[config.mk]
export PLATFORM = sky130hd
export DESIGN_NAME = cap_timer
export DESIGN_NICKNAME = d
export VERILOG_FILES = /design/src/rtl/cap_timer_pkg.sv /design/src/rtl/cap_timer_presc.sv /design/src/rtl/cap_timer_count.sv /design/src/rtl/cap_timer_capture.sv /design/src/rtl/cap_timer.sv
export SDC_FILE = /design/constraint.sdc
export NUM_CORES = 1
export LEC_CHECK = 0
export ABC_AREA = 1
export BUFFER_PORTS_ARGS = -buffer_cell sky130_fd_sc_hd__buf_2
export CAP_MARGIN = 30
export CORE_AREA = 2 2 85 87
export DETAILED_ROUTE_END_ITERATION = 6
export DIE_AREA = 0 0 87 89
export PLACE_DENSITY = 0.82
export SLEW_MARGIN = 20
export SYNTH_ARGS = -nofsm -noshare
export SYNTH_HDL_FRONTEND = slang
export SYNTH_SLANG_ARGS = --single-unit
[constraint.sdc]
create_clock -name clk -period 6.5 [get_ports clk]
set_input_delay 1.95 -clock clk [delete_from_list [all_inputs] [get_ports clk]]
set_output_delay 1.95 -clock clk [all_outputs]
set_load 0.01 [all_outputs]
[src/rtl/cap_timer_pkg.sv]
package cap_timer_pkg;
   localparam int A_CNT_HI   = 0;
   localparam int A_CNT_LO   = 1;
   localparam int A_CTRL     = 2;
   localparam int A_STATUS   = 3;
   localparam int A_CAP_BASE = 4;
   localparam int MAX_DIV    = 16;

   typedef logic [1:0] presc_sel_t;

   // divider ratio for a select code: 1, 4, 8, 16
   function automatic int unsigned presc_div(input presc_sel_t s);
      case (s)
         2'd0:    return 1;
         2'd1:    return 4;
         2'd2:    return 8;
         default: return 16;
      endcase
   endfunction
endpackage

[src/rtl/cap_timer_presc.sv]
module cap_timer_presc
   import cap_timer_pkg::*;
#(
   parameter int DIV_MAX = MAX_DIV
) (
   input  logic       clk,
   input  logic       rst_n,
   input  presc_sel_t sel,
   input  logic       restart,
   output logic       tick
);
   localparam int PRE_W = $clog2(DIV_MAX);

   if ((1 << PRE_W) != DIV_MAX || DIV_MAX < 16) begin : g_bad_div
      $error("DIV_MAX must be a power of two of at least 16");
   end

   logic [PRE_W-1:0] ph_q;
   logic [PRE_W-1:0] last;

   always_comb last = PRE_W'(presc_div(sel) - 1);

   // a phase beyond the last slot (after a select change) ends the period at once
   assign tick = (ph_q >= last);

   always_ff @(posedge clk) begin
      if (!rst_n)              ph_q <= '0;
      else if (restart || tick) ph_q <= '0;
      else                     ph_q <= ph_q + 1'b1;
   end

   AST_PHASE_RESTART: assert property (@(posedge clk) disable iff (!rst_n)
      restart |=> (ph_q == '0));
endmodule

[src/rtl/cap_timer_count.sv]
module cap_timer_count #(
   parameter int CNT_W = 16
) (
   input  logic             clk,
   input  logic             rst_n,
   input  logic             tick,
   input  logic             wr_hi,
   input  logic             wr_lo,
   input  logic [7:0]       wdata,
   output logic [CNT_W-1:0] cnt_q,
   output logic             wrap
);
   localparam int HALF = CNT_W / 2;

   if (CNT_W != 16) begin : g_bad_width
      $error("CNT_W must be 16 for the byte register map");
   end

   assign wrap = tick && !wr_hi && !wr_lo && (cnt_q == '1);

   always_ff @(posedge clk) begin
      if (!rst_n)     cnt_q <= '0;
      else if (wr_hi) cnt_q[CNT_W-1:HALF] <= wdata;
      else if (wr_lo) cnt_q[HALF-1:0] <= wdata;
      else if (tick)  cnt_q <= cnt_q + 1'b1;
   end

   AST_CNT_STEP: assert property (@(posedge clk) disable iff (!rst_n)
      (tick && !wr_hi && !wr_lo) |=> (cnt_q == $past(cnt_q) + 1'b1));
   AST_CNT_HOLD: assert property (@(posedge clk) disable iff (!rst_n)
      (!tick && !wr_hi && !wr_lo) |=> $stable(cnt_q));
   AST_HI_KEEPS_LO: assert property (@(posedge clk) disable iff (!rst_n)
      wr_hi |=> (cnt_q[HALF-1:0] == $past(cnt_q[HALF-1:0])));
   AST_LO_KEEPS_HI: assert property (@(posedge clk) disable iff (!rst_n)
      wr_lo |=> (cnt_q[CNT_W-1:HALF] == $past(cnt_q[CNT_W-1:HALF])));
endmodule

[src/rtl/cap_timer_capture.sv]
module cap_timer_capture #(
   parameter int CNT_W = 16
) (
   input  logic             clk,
   input  logic             rst_n,
   input  logic             strobe,
   input  logic [CNT_W-1:0] cnt,
   output logic [CNT_W-1:0] cap_q
);
   always_ff @(posedge clk) begin
      if (!rst_n)      cap_q <= '0;
      else if (strobe) cap_q <= cnt;
   end

   AST_CAP_LATCH: assert property (@(posedge clk) disable iff (!rst_n)
      strobe |=> (cap_q == $past(cnt)));
   AST_CAP_HOLD: assert property (@(posedge clk) disable iff (!rst_n)
      !strobe |=> $stable(cap_q));
endmodule

[src/rtl/cap_timer.sv]
module cap_timer
   import cap_timer_pkg::*;
#(
   parameter int CNT_W       = 16,
   parameter int CAP_CH      = 3,
   parameter int LOCK_CYCLES = 64,
   parameter int ADDR_W      = 4
) (
   input  logic              clk,
   input  logic              rst_n,
   input  logic [ADDR_W-1:0] bus_addr,
   input  logic              bus_wr,
   input  logic [7:0]        bus_wdata,
   output logic [7:0]        bus_rdata,
   input  logic [CAP_CH-1:0] cap_strobe,
   output logic              irq
);
   localparam int AGE_W = $clog2(LOCK_CYCLES + 1);

   if (A_CAP_BASE + 2 * CAP_CH > (1 << ADDR_W)) begin : g_bad_map
      $error("ADDR_W too small for CAP_CH capture channels");
   end
   if (LOCK_CYCLES < 1) begin : g_bad_lock
      $error("LOCK_CYCLES must be positive");
   end

   // write decode
   logic wr_hi, wr_lo, wr_ctrl, wr_stat;
   assign wr_hi   = bus_wr && (bus_addr == ADDR_W'(A_CNT_HI));
   assign wr_lo   = bus_wr && (bus_addr == ADDR_W'(A_CNT_LO));
   assign wr_ctrl = bus_wr && (bus_addr == ADDR_W'(A_CTRL));
   assign wr_stat = bus_wr && (bus_addr == ADDR_W'(A_STATUS));

   // select lock window
   logic [AGE_W-1:0] age_q;
   logic             locked;
   assign locked = (age_q == AGE_W'(LOCK_CYCLES));

   always_ff @(posedge clk) begin
      if (!rst_n)       age_q <= '0;
      else if (!locked) age_q <= age_q + 1'b1;
   end

   presc_sel_t sel_q;
   logic       ie_q;

   always_ff @(posedge clk) begin
      if (!rst_n) begin
         sel_q <= '0;
         ie_q  <= 1'b0;
      end else if (wr_ctrl) begin
         ie_q <= bus_wdata[7];
         if (!locked) sel_q <= bus_wdata[1:0];
      end
   end

   // prescaler and counter
   logic             tick, wrap;
   logic [CNT_W-1:0] cnt;

   cap_timer_presc #(.DIV_MAX(MAX_DIV)) i_presc (
      .clk(clk), .rst_n(rst_n), .sel(sel_q),
      .restart(wr_hi || wr_lo), .tick(tick));

   cap_timer_count #(.CNT_W(CNT_W)) i_count (
      .clk(clk), .rst_n(rst_n), .tick(tick), .wr_hi(wr_hi), .wr_lo(wr_lo),
      .wdata(bus_wdata), .cnt_q(cnt), .wrap(wrap));

   // overflow flag: set wins over clear
   logic ovf_q;
   always_ff @(posedge clk) begin
      if (!rst_n)                       ovf_q <= 1'b0;
      else if (wrap)                    ovf_q <= 1'b1;
      else if (wr_stat && bus_wdata[7]) ovf_q <= 1'b0;
   end

   assign irq = ovf_q && ie_q;

   // capture channels
   logic [CNT_W-1:0] cap_val [CAP_CH];

   for (genvar c = 0; c < CAP_CH; c++) begin : g_cap
      cap_timer_capture #(.CNT_W(CNT_W)) i_cap (
         .clk(clk), .rst_n(rst_n), .strobe(cap_strobe[c]),
         .cnt(cnt), .cap_q(cap_val[c]));
   end

   // read mux
   always_comb begin
      bus_rdata = '0;
      case (bus_addr)
         ADDR_W'(A_CNT_HI): bus_rdata = cnt[CNT_W-1:8];
         ADDR_W'(A_CNT_LO): bus_rdata = cnt[7:0];
         ADDR_W'(A_CTRL):   bus_rdata = {ie_q, 5'b0, sel_q};
         ADDR_W'(A_STATUS): bus_rdata = {ovf_q, 7'b0};
         default: begin
            for (int c = 0; c < CAP_CH; c++) begin
               if (bus_addr == ADDR_W'(A_CAP_BASE + 2 * c))
                  bus_rdata = cap_val[c][CNT_W-1:8];
               if (bus_addr == ADDR_W'(A_CAP_BASE + 2 * c + 1))
                  bus_rdata = cap_val[c][7:0];
            end
         end
      endcase
   end

   AST_SEL_LOCKED: assert property (@(posedge clk) disable iff (!rst_n)
      locked |=> $stable(sel_q));
   AST_OVF_ON_WRAP: assert property (@(posedge clk) disable iff (!rst_n)
      (tick && !wr_hi && !wr_lo && cnt == '1) |=> ovf_q);
   AST_NO_SPURIOUS_CLR: assert property (@(posedge clk) disable iff (!rst_n)
      (ovf_q && !(wr_stat && bus_wdata[7])) |=> ovf_q);
   AST_IRQ_HELD: assert property (@(posedge clk) disable iff (!rst_n)
      (irq && !wr_stat && !wr_ctrl) |=> irq);
endmodule

### Word level (Yosys, flattened, before mapping)

Index checks and enable logic that the tools add are counted.

| storage, ports and cells | value |
|---|---|
| flip-flop bits (word level) | 79 |
| input port bits | 18 |
| output and inout port bits | 9 |
| logic and storage cells | 68 |

| cells by class | value |
|---|---|
| add/sub/neg operators | 4 |
| order comparisons | 1 |
| equality and inequality tests | 14 |
| mux-type cells | 14 |
| bitwise operators | 3 |
| reduce and logical (&&, ||, !) cells | 22 |

Operator list:

| cell | number |
|---|---|
| two-way mux 8 bit | 9 |
| one-hot mux 8 bit (4 select lines) | 1 |
| adder 16 x 1 -> 16 bit, second input constant | 1 |
| == test 16 bit, second input constant | 1 |
| == test 4 x 3 -> 1 bit, second input constant | 4 |
| two-way mux 16 bit | 1 |
| one-hot mux 4 bit (3 select lines) | 1 |
| logical AND 1 bit | 9 |
| == test 4 x 2 -> 1 bit, second input constant | 2 |
| == test 4 bit, second input constant | 2 |
| adder 7 x 1 -> 7 bit, second input constant | 1 |
| == test 7 bit, second input constant | 1 |
| AND reduction 2 bit | 3 |
| nonzero test 2 bit | 3 |
| adder 4 x 1 -> 4 bit, second input constant | 1 |
| == test 4 x 1 -> 1 bit, second input constant | 1 |
| greater-or-equal comparator 4 bit | 1 |
| zero test 4 bit | 1 |
| subtractor 4 x 1 -> 4 bit, second input constant | 1 |
| inverter 1 bit | 3 |
| == test 2 x 1 -> 1 bit, second input constant | 1 |
| == test 2 bit, second input constant | 1 |
| zero test 1 bit | 2 |
| zero test 2 bit | 1 |
| other kinds (4) | 6 |

### Depth between registers and ports, before layout

Gate-level depths: netlist (run 1).

| depth | value |
|---|---|
| depth after elaboration | 8 |
| mapped depth | 14 |
| depth with buffers taken out | 14 |

### By module

From an unflattened synthesis (run 1), not the netlist that was laid out.

| second synthesis, totals | value |
|---|---|
| cell total of the unflattened synthesis | 730 |
| area, all modules | 4579.4 um^2 |

By module, submodules not included:

| module | times used | cells an instance | area an instance (um^2) | sequential area each (um^2) |
|---|---|---|---|---|
| cap_timer_capture | 3 | 101 | 674.4 | 320.3 |
| cap_timer_count | 1 | 185 | 1142.3 | 320.3 |
| cap_timer | 1 | 205 | 1134.8 | 220.2 |
| cap_timer_presc | 1 | 37 | 279.0 | 80.1 |

### Worst setup path before layout (run 1)

OpenSTA, ideal clock, no wires.

| timing | value |
|---|---|
| kind | input to output |
| start point | in bus_addr[3] |
| end point | out bus_rdata[5] |
| data arrival time | 2.895 ns |
| data required time | 4.550 ns |
| setup slack | 1.655 ns |
| stages | 8 |
| path buffers | 1 |
| path through | inv_1 nand2_1 inv_1 clkbuf_1 nand3_1 nand3_1 a31oi_1 nand4_1 |

| on the way | value |
|---|---|
| cells in the longest elaborated chain, start to end | 8 |
| elaborated cells on any way between the ends | 17 |
| those cells by class | 9 x eq/ne; 7 x mux; 1 x reduce/logical |

RTL lines:

| what | line | text |
|---|---|---|
| start: declaration | cap_timer.sv:11 | `input logic [ADDR_W-1:0] bus_addr,` |
| == test 4 x 3 -> 1 bit | cap_timer.sv:98 | `if (bus_addr == ADDR_W'(A_CAP_BASE + 2 * c))` |
| two-way mux 8 bit | cap_timer.sv:98 |  |
| two-way mux 8 bit | cap_timer.sv:100 | `if (bus_addr == ADDR_W'(A_CAP_BASE + 2 * c + 1))` |
| two-way mux 8 bit | cap_timer.sv:98 |  |
| two-way mux 8 bit | cap_timer.sv:100 |  |
| two-way mux 8 bit | cap_timer.sv:98 |  |
| two-way mux 8 bit | cap_timer.sv:100 |  |
| one-hot mux 8 bit (4 select lines) (*) | cap_timer.sv:91 | `case (bus_addr)` |
| end: declaration | cap_timer.sv:14 | `output logic [7:0] bus_rdata,` |

Mark *: on every way between the ends. The rest lies on a longest branch, timed or not.

### Final worst setup path (run 1)

| timing | value |
|---|---|
| start point | in bus_addr[1] |
| end point | out bus_rdata[3] |

Same word-level chain as after synthesis.

==> results of run 1 <==
==> worst paths after layout <==
path / from / to / slack, ns / cells past startpoint
setup / recovery: bus_addr[1] / bus_rdata[3] / 1.15 / 7
hold / removal: i_presc.ph_q[0]$_SDFF_PP0_ / i_presc.ph_q[0]$_SDFF_PP0_ / 0.48 / 1
setup reg to reg: sel_q[0]$_SDFFE_PN0P_ / i_count.cnt_q[15]$_SDFFE_PN0P_ / 4.30 / 8
hold reg to reg: i_presc.ph_q[0]$_SDFF_PP0_ / i_presc.ph_q[0]$_SDFF_PP0_ / 0.48 / 1
==> layout by cell type (no fill, tap or decap), types with 2 or more instances in the layout <==
| master | instances |
|---|---|
| clkbuf_8 | 10 |
| buf_2 | 26 |
| nand2_1 | 122 |
| clkinvlp_4 | 2 |
| o21ai_1 | 3 |
| dfxtp_1 | 79 |
| a21oi_1 | 71 |
| xor2_1 | 4 |
| nand3_1 | 48 |
| inv_2 | 2 |
| o22ai_1 | 8 |
| inv_1 | 51 |
| nand4_1 | 18 |
| nor2_4 | 2 |
| nor2_1 | 44 |
| o21ai_0 | 66 |
| a31oi_1 | 9 |
| ha_1 | 8 |
| bufinv_16 | 2 |
| nor3_1 | 3 |
| clkinv_1 | 2 |
==> sequential cells by signal, summed over array words and instances (netlist names) <==
signal and cells:
g_cap.i_cap.cap_q 48, i_count.cnt_q 16, age_q 7, i_presc.ph_q 4
sel_q 2, ie_q 1, ovf_q 1
==> critical path: cells and delay by family <==
| kind | cells | cell delay [ns] |
|---|---|---|
| and+or+nand+nor | 4 | 1.10 |
| buffers and inverters | 3 | 0.34 |
==> through the flow <==
step / power [µW] / area, µm²
6_report: 1060 / 4320
5_1_grt: 1090 / 4320
4_1_cts: 1050 / 4320
3_5_place_dp: 642 / 4090
3_3_place_gp: 638 / 4090
2_1_floorplan: 605 / 3940
==> metal layers <==
layer,GRT usage,vias up,part of all wire
met5,0,-,0
met4,0.135,0,0.033
met3,0.0526,37,0.073
met2,0.494,191,0.48
met1,0.362,1870,0.41
li1,-,1970,-
==> kinds of logic (layout without fill, tap and decap cells) <==
kind of cell	count (synthesis)	count (layout)	share of synthesized area
simple gates	242	242	0.271
flops	79	79	0.401
compound gates	161	161	0.215
buf+inv	77	98	0.0765
xor+xnor	5	5	0.0111
fa+ha+maj	8	8	0.0254
==> area by class of cell <==
cell class	instances	area (µm²)	area share
Multi-Input combinational cell	416	2060	0.477
Clock buffer	10	138	0.0319
Sequential cell	79	1580	0.366
Clock inverter	6	92.6	0.0215
Timing Repair Buffer	27	138	0.0319
Tap cell	80	100	0.0232
Inverter	55	206	0.0478
==> power by group <==
group / internal, µW / switching, µW
combinational: 33.2 / 71.4
sequential: 509 / 20.9
clock: 229 / 195
total: 771 / 288
==> flow_summary.json, run 1 <==
{
  "status": "finished with violations",
  "violations": "design-rule violations",
  "dpl.cell_count": 657,
  "rsz0062_at_grt": "false",
  "finalClockSkew_ns": 0.00660,
  "path_class": "primary input to output port",
  "report.final.slew_viol_count": 0,
  "syn_avg_cell_area_um2": 6.89,
  "synth_top_cell_by_area": "dfxtp_1",
  "synth_cells": 572,
  "core_area_mm2": 0.00672,
  "post-synth-top-count-cell": "nand2_1",
  "die-area_mm2": 0.00774,
  "grt_pass1_vias": 3737,
  "numPortBuffers": 26,
  "crit_path_top_delay_cell": "nor3_1",
  "io_pins": 27,
  "start_kind": "primary input",
  "required_ns": 4.55,
  "clock.fmax_ghz": 0.187,
  "async_flop_share": 0,
  "crit_fanout": 8,
  "vdd_drop_max_mv": 0.160,
  "hold_viol_final": 0,
  "hpwl_um": 7600,
  "seq_area_frac_synth": 0.401,
  "syn-cell-area_mm2": 0.00394,
  "start_util": 0.587,
  "synth_cell_types": 31,
  "max_slew_margin": 0.346,
  "cts_buffer_depth": 2,
  "netlist_top_cells_area": "dfxtp_1, nand2_1, a21oi_1",
  "p_leak_uw": 0.00172,
  "wl_per_cell_um": 16.2,
  "fin_crit_sh": 0.822,
  "finalSetupViolCount": 0,
  "p_per_area_mw_per_mm2": 245,
  "finish.utilization": 0.642,
  "cts_setup_buffers": 0,
  "synth_ff_type": "dfxtp_1",
  "syn_to_final_growth_pct": 9.46,
  "antenna_found_initial": 0,
  "drtAntennaViolNets": 0,
  "cap_violations": 0,
  "tightest_slew_ns": 0.973,
  "first_pass_iters": 7,
  "cp_common_cell": "buf_2",
  "dpl_worst_slack_ns": 1.20,
  "min_period_ns": 5.35,
  "yosys-top-cells-count": "nand2_1, dfxtp_1, a21oi_1, o21ai_0, inv_1",
  "fillers": 626,
  "gr-total-overflow": 0,
  "fin_hold_ws_ns": 0.481,
  "ctsHtreeMaxLevel": 3,
  "path_cells": "buf_2 > inv_2 > nand2_2 > nor3_1 > nand2_1 > nand4_1 > buf_2",
  "cts_resized": 0,
  "rows": 30,
  "yosys.area.top_type_share": 0.401,
  "drt-total-wl_um": 10900,
  "routed_via_density": 6.04,
  "grt_max_degree": 68,
  "first_iter_violations": 426,
  "vias": 4068,
  "die_h_um": 89,
  "nets": 614,
  "fin_cells": 673,
  "drive_gt1_frac": 0.0894,
  "path_clk_slew_ns": 0.08,
  "ys_warn_count": 0,
  "cts_sinks": 79,
  "cts_made_buffers": 9,
  "hp-class": "flop to flop",
  "die_x_um": 87,
  "grt_pass1_wl_um": 17600,
  "gp_congestion": 0.943,
  "tritoncts": "built",
  "synth-edff-count": 0,
  "grt.total_usage": 0.292,
  "cts_hold_buf": 0,
  "setup_ws_ns": 1.15,
  "clk_latency_ns": 0.35,
  "end_kind": "output port",
  "synthesis.nets": 598,
  "fin_setup_tns_ns": 0,
  "cts-root-buf": "clkbuf_8",
  "n_antenna_cell": 0,
  "crit_path_max_incr_delay_ns": 0.76,
  "worstPathArrival_ns": 3.40,
  "synth_seq_cells": 79,
  "drc": 1
}
No activity file was read; power rests on OpenSTA's default activity.
==> inputs of run 2 (changes only) <==
--- a/config.mk
+++ b/config.mk
@@ -8,10 +8,10 @@
 export ABC_AREA = 1
 export BUFFER_PORTS_ARGS = -buffer_cell sky130_fd_sc_hd__buf_2
 export CAP_MARGIN = 30
-export CORE_AREA = 2 2 85 87
+export CORE_AREA = 2 2 89 91
 export DETAILED_ROUTE_END_ITERATION = 6
-export DIE_AREA = 0 0 87 89
-export PLACE_DENSITY = 0.82
+export DIE_AREA = 0 0 91 93
+export PLACE_DENSITY = 0.79
 export SLEW_MARGIN = 20
 export SYNTH_ARGS = -nofsm -noshare
 export SYNTH_HDL_FRONTEND = slang
==> constraint.sdc (replaced) <==
create_clock -name clk -period 4.8 [get_ports clk]
set_input_delay 1.44 -clock clk [delete_from_list [all_inputs] [get_ports clk]]
set_output_delay 1.44 -clock clk [all_outputs]
set_load 0.01 [all_outputs]
==> run 2 against run 1 <==
The run now ends clean. Critical path depth unchanged. Cell area down 0.15%. Sequential cell count unchanged. Largest cell class unchanged.
==> flow_summary.json, run 2 (synthesized netlist as in run 1, its figures left out) <==
{
  "grt_max_degree": 37,
  "dpl_worst_slack_ns": 0.625,
  "setup_ws_ns": 0.558,
  "min_period_ns": 4.24,
  "numPortBuffers": 26,
  "clk_latency_ns": 0.37,
  "cts_sinks": 79,
  "grt_pass1_wl_um": 17600,
  "start_kind": "primary input",
  "cts_buffer_depth": 2,
  "start_util": 0.524,
  "grt_pass1_vias": 3760,
  "crit_fanout": 8,
  "gp_congestion": 0.889,
  "cts_resized": 0,
  "fin_setup_tns_ns": 0,
  "end_kind": "output port",
  "tritoncts": "built",
  "gr-total-overflow": 0,
  "status": "complete, no violations",
  "path_clk_slew_ns": 0.08,
  "cts_made_buffers": 9,
  "required_ns": 3.36,
  "fin_hold_ws_ns": 0.477,
  "clock.fmax_ghz": 0.236,
  "drive_gt1_frac": 0.0924,
  "die_h_um": 93,
  "io_pins": 27,
  "vdd_drop_max_mv": 0.152,
  "syn_to_final_growth_pct": 9.30,
  "antenna_found_initial": 0,
  "drtAntennaViolNets": 0,
  "hp-class": "flop to flop",
  "grt.total_usage": 0.262,
  "first_iter_violations": 364,
  "rows": 32,
  "cap_violations": 0,
  "drt-total-wl_um": 10800,
  "reg_top3": "g_cap.i_cap.cap_q x48, i_count.cnt_q x16, age_q x7",
  "rsz0062_at_grt": "false",
  "hpwl_um": 7640,
  "path_class": "primary input to output port",
  "nets": 616,
  "dpl.cell_count": 681,
  "die_x_um": 91,
  "max_slew_margin": 0.591,
  "ctsHtreeMaxLevel": 3,
  "report.final.slew_viol_count": 0,
  "routed_via_density": 5.78,
  "tightest_slew_ns": 0.614,
  "p_per_area_mw_per_mm2": 307,
  "hold_viol_final": 0,
  "n_antenna_cell": 0,
  "finalSetupViolCount": 0,
  "finalClockSkew_ns": 0.0102,
  "die-area_mm2": 0.00846,
  "cts-root-buf": "clkbuf_8",
  "worstPathArrival_ns": 2.80,
  "core_area_mm2": 0.00753,
  "fin_cells": 697,
  "vias": 4029,
  "wl_per_cell_um": 15.5,
  "largest-register": "g_cap.i_cap.cap_q",
  "cts_hold_buf": 0,
  "drc": 0,
  "largest_reg_flops": 48,
  "final_common_cell": "nand2_1",
  "p_leak_uw": 0.00171,
  "cts_setup_buffers": 0,
  "fin_crit_sh": 0.884,
  "mostFrequentLayoutCells": "nand2_1, dfxtp_1, a21oi_1, o21ai_0, inv_1",
  "first_pass_iters": 6
}
[run 2: cell count changes in the layout (fill, tap and decap cells not counted)]
cell / delta
buf_4: +2
bufinv_16: -2
clkbuf_8: -1
clkinv_4: +1
clkinvlp_4: +1
inv_6: +1
[run 2: per-layer routing]
metal / global-route usage / up-vias / wire length, µm
met5: 0 / - / 0
met3: 0.0701 / 30 / 943
met2: 0.420 / 174 / 5010
li1: - / 1961 / -
met1: 0.329 / 1864 / 4470
met4: 0.126 / 0 / 357
[run 2: cell type report]
type	count	area [µm²]
inverters	55	206
flip-flops and latches	79	1580
multi-input cells	416	2060
fillers	770	3220
well taps	102	128
clock buffers	9	124
clock inverters	7	57.6
repair buffers	29	153
[run 2: path summary, 6_finish.rpt]
| check | depth (start not counted) | slack (ns) | end | startpoint |
|---|---|---|---|---|
| min reg2reg | 1 | 0.48 | i_presc.ph_q[0]$_SDFF_PP0_ | i_presc.ph_q[0]$_SDFF_PP0_ |
| max | 7 | 0.56 | bus_rdata[0] | bus_addr[2] |
| max reg2reg | 9 | 2.66 | i_count.cnt_q[6]$_SDFFE_PN0P_ | sel_q[1]$_SDFFE_PN0P_ |
| min | 1 | 0.48 | i_presc.ph_q[0]$_SDFF_PP0_ | i_presc.ph_q[0]$_SDFF_PP0_ |
[run 2: worst max-delay path: stages]
cell and delay (ns):
buf_2 0.13, nor2_1 0.34, nand2_1 0.29, o22ai_1 0.24, a21oi_1 0.11, nand4_1 0.12, buf_2 0.14
[run 2: where the power goes]
group / switching [µW] / internal [µW]
logic: 97.8 / 45.4
clock network: 270 / 193
registers: 26.1 / 689
total: 394 / 928
[run 2: per-stage QoR]
| step | utilization | instance area (µm²) | power, µW |
|---|---|---|---|
| after floorplan | - | 3940 | 819 |
| after global placement | 0.548 | 4130 | 865 |
| after detailed placement | 0.548 | 4130 | 870 |
| after CTS | 0.572 | 4310 | 1330 |
| after global routing | 0.572 | 4310 | 1380 |
| final | 0.572 | 4310 | 1320 |
==> inputs of run 3 (changes only) <==
--- a/config.mk
+++ b/config.mk
@@ -9,9 +9,11 @@
 export BUFFER_PORTS_ARGS = -buffer_cell sky130_fd_sc_hd__buf_2
 export CAP_MARGIN = 30
 export CORE_AREA = 2 2 89 91
+export CTS_BUF_LIST = sky130_fd_sc_hd__clkbuf_16
 export DETAILED_ROUTE_END_ITERATION = 6
 export DIE_AREA = 0 0 91 93
 export PLACE_DENSITY = 0.79
+export REMOVE_ABC_BUFFERS = 1
 export SLEW_MARGIN = 20
 export SYNTH_ARGS = -nofsm -noshare
 export SYNTH_HDL_FRONTEND = slang
==> run 3 against run 2 <==
Fmax decreased by 0.40%. Critical path depth increased by 2. Utilization increased by 1.5 points. Combinational power about the same. Setup slack got worse by 0.017 ns. Die area stayed put. Register-to-register slack got worse by 0.05 ns. Sequential power barely moved. Global-route usage shrank 1.6 points. Critical path type unchanged. Largest cell class unchanged.
==> flow_summary.json, run 3 (synthesized netlist as in run 1, its figures left out) <==
{
  "vias": 3979,
  "hpwl_um": 6990,
  "drc": 0,
  "ctsHtreeMaxLevel": 3,
  "p_int_uw": 1130,
  "fin_setup_tns_ns": 0,
  "p_switching_uw": 387,
  "first_pass_iters": 5,
  "cts_made_buffers": 9,
  "seq_area_mm2": 0.00158,
  "syn_to_final_growth_pct": 12.2,
  "clk_latency_ns": 0.34,
  "largest_reg_flops": 48,
  "p_leak_uw": 0.00177,
  "grt.total_usage": 0.246,
  "status": "complete, no violations",
  "hp-class": "flop to flop",
  "cts_hold_buf": 0,
  "tritoncts": "built",
  "min_period_ns": 4.26,
  "clock.fmax_ghz": 0.235,
  "cts_sinks": 79,
  "mostFrequentLayoutCells": "nand2_1, dfxtp_1, a21oi_1, o21ai_0, inv_1",
  "largest-register": "g_cap.i_cap.cap_q",
  "first_iter_violations": 262,
  "hold_start": "i_presc.ph_q[0]$_SDFF_PP0_",
  "io_pins": 27,
  "pwr-share-comb": 0.092,
  "reg_top3": "g_cap.i_cap.cap_q x48, i_count.cnt_q x16, age_q x7",
  "rsz0062_at_grt": "false",
  "p_sw_frac": 0.254,
  "rr_worst_depth": 8,
  "use_met2": 0.435,
  "drt-total-wl_um": 9990,
  "cts_resized": 0,
  "die-area_mm2": 0.00846,
  "max_slew_margin": 0.575,
  "use_met1": 0.300,
  "fin_crit_sh": 0.887,
  "core_area_mm2": 0.00753,
  "grt_pass1_wl_um": 17000,
  "grt_pass1_vias": 3662,
  "grtUsageMet3": 0.0572,
  "seqPwrFrac": 0.470,
  "routed_via_density": 5.70,
  "n_antenna_cell": 0,
  "r2r_setup_slack_ns": 2.61,
  "cts_buffer_depth": 2,
  "gp_congestion": 0.881,
  "start_util": 0.524,
  "finalClockSkew_ns": 0.00926,
  "r2r-end": "i_count.cnt_q[15]$_SDFFE_PN0P_",
  "die_h_um": 93,
  "drive_gt1_frac": 0.0906,
  "crit_fanout": 8,
  "critPathLaunch": "bus_addr[3]",
  "path_class": "primary input to output port",
  "tightest_slew_ns": 0.635,
  "start_kind": "primary input",
  "nets": 617,
  "report.final.slew_viol_count": 0,
  "final_common_cell": "nand2_1",
  "vdd_drop_max_mv": 0.215,
  "power_uw": 1520,
  "required_ns": 3.36,
  "cts_setup_buffers": 0,
  "grt_max_degree": 43,
  "gr-total-overflow": 0,
  "cts-root-buf": "clkbuf_16",
  "hold_viol_final": 0,
  "die_x_um": 91,
  "path_clk_slew_ns": 0.06,
  "drtAntennaViolNets": 0,
  "rows": 32,
  "antenna_found_initial": 0,
  "multi_input_area_mm2": 0.00206,
  "top_usage_layer": "met2",
  "wl_per_cell_um": 14.3,
  "cap_violations": 0,
  "numPortBuffers": 26,
  "worstPathArrival_ns": 2.82,
  "critPathCapture": "bus_rdata[4]",
  "clkPwrFrac": 0.438,
  "fillers": 726,
  "end_kind": "output port",
  "p_per_area_mw_per_mm2": 344,
  "finalSetupViolCount": 0,
  "r2r_start": "sel_q[0]$_SDFFE_PN0P_"
}
run 3: final cells by class:
type | count | share of cell area
inverter | 55 | 0.0467
clock buffer | 9 | 0.0509
clock inverter | 7 | 0.0144
timing repair buffer | 30 | 0.0362
tap | 102 | 0.0288
sequential | 79 | 0.357
multi-input combinational | 416 | 0.465
run 3: layer usage:
layer,up-vias,part of all wire
met3,12,0.057
met5,-,0
met2,131,0.50
met1,1857,0.43
li1,1979,-
met4,0,0.012
run 3: worst max-delay path, cell delays in order:
cell and delay (ns):
buf_2 0.10, inv_1 0.10, nand2_1 0.10, nor2_1 0.51, nand2_1 0.14, nand3_1 0.14
a31oi_1 0.05, nand4_1 0.10, buf_2 0.13
run 3: worst min path at each step:
stage                     depth (start not counted)                          to
final                                             1  i_presc.ph_q[0]$_SDFF_PP0_
after floorplan                                   1  i_presc.ph_q[0]$_SDFF_PP0_
after global placement                            1  i_presc.ph_q[0]$_SDFF_PP0_
after detailed placement                          1  i_presc.ph_q[0]$_SDFF_PP0_
after CTS                                         1  i_presc.ph_q[0]$_SDFF_PP0_
after global routing                              1  i_presc.ph_q[0]$_SDFF_PP0_
run 3: power by group through the flow:
stage          registers (µW)  clock network [µW]  logic, µW
3_5_place_dp              728                   0        138
2_1_floorplan             721                   0       84.0
5_1_grt                   719                 704        159
4_1_cts                   714                 672        139
6_report                  714                 667        140
3_3_place_gp              727                   0        133
run 3: metrics by stage:
step | setup slack (ns) | hold slack (ns) | utilization | cells | area, µm²
after floorplan | 1.11 | 0.430 | - | 550 | 3850
after global placement | 0.631 | 0.445 | 0.549 | 682 | 4140
after detailed placement | 0.616 | 0.456 | 0.549 | 682 | 4140
after CTS | 0.588 | 0.470 | 0.588 | 698 | 4420
after global routing | 0.437 | 0.505 | 0.588 | 698 | 4420
final | 0.541 | 0.461 | 0.588 | 698 | 4420
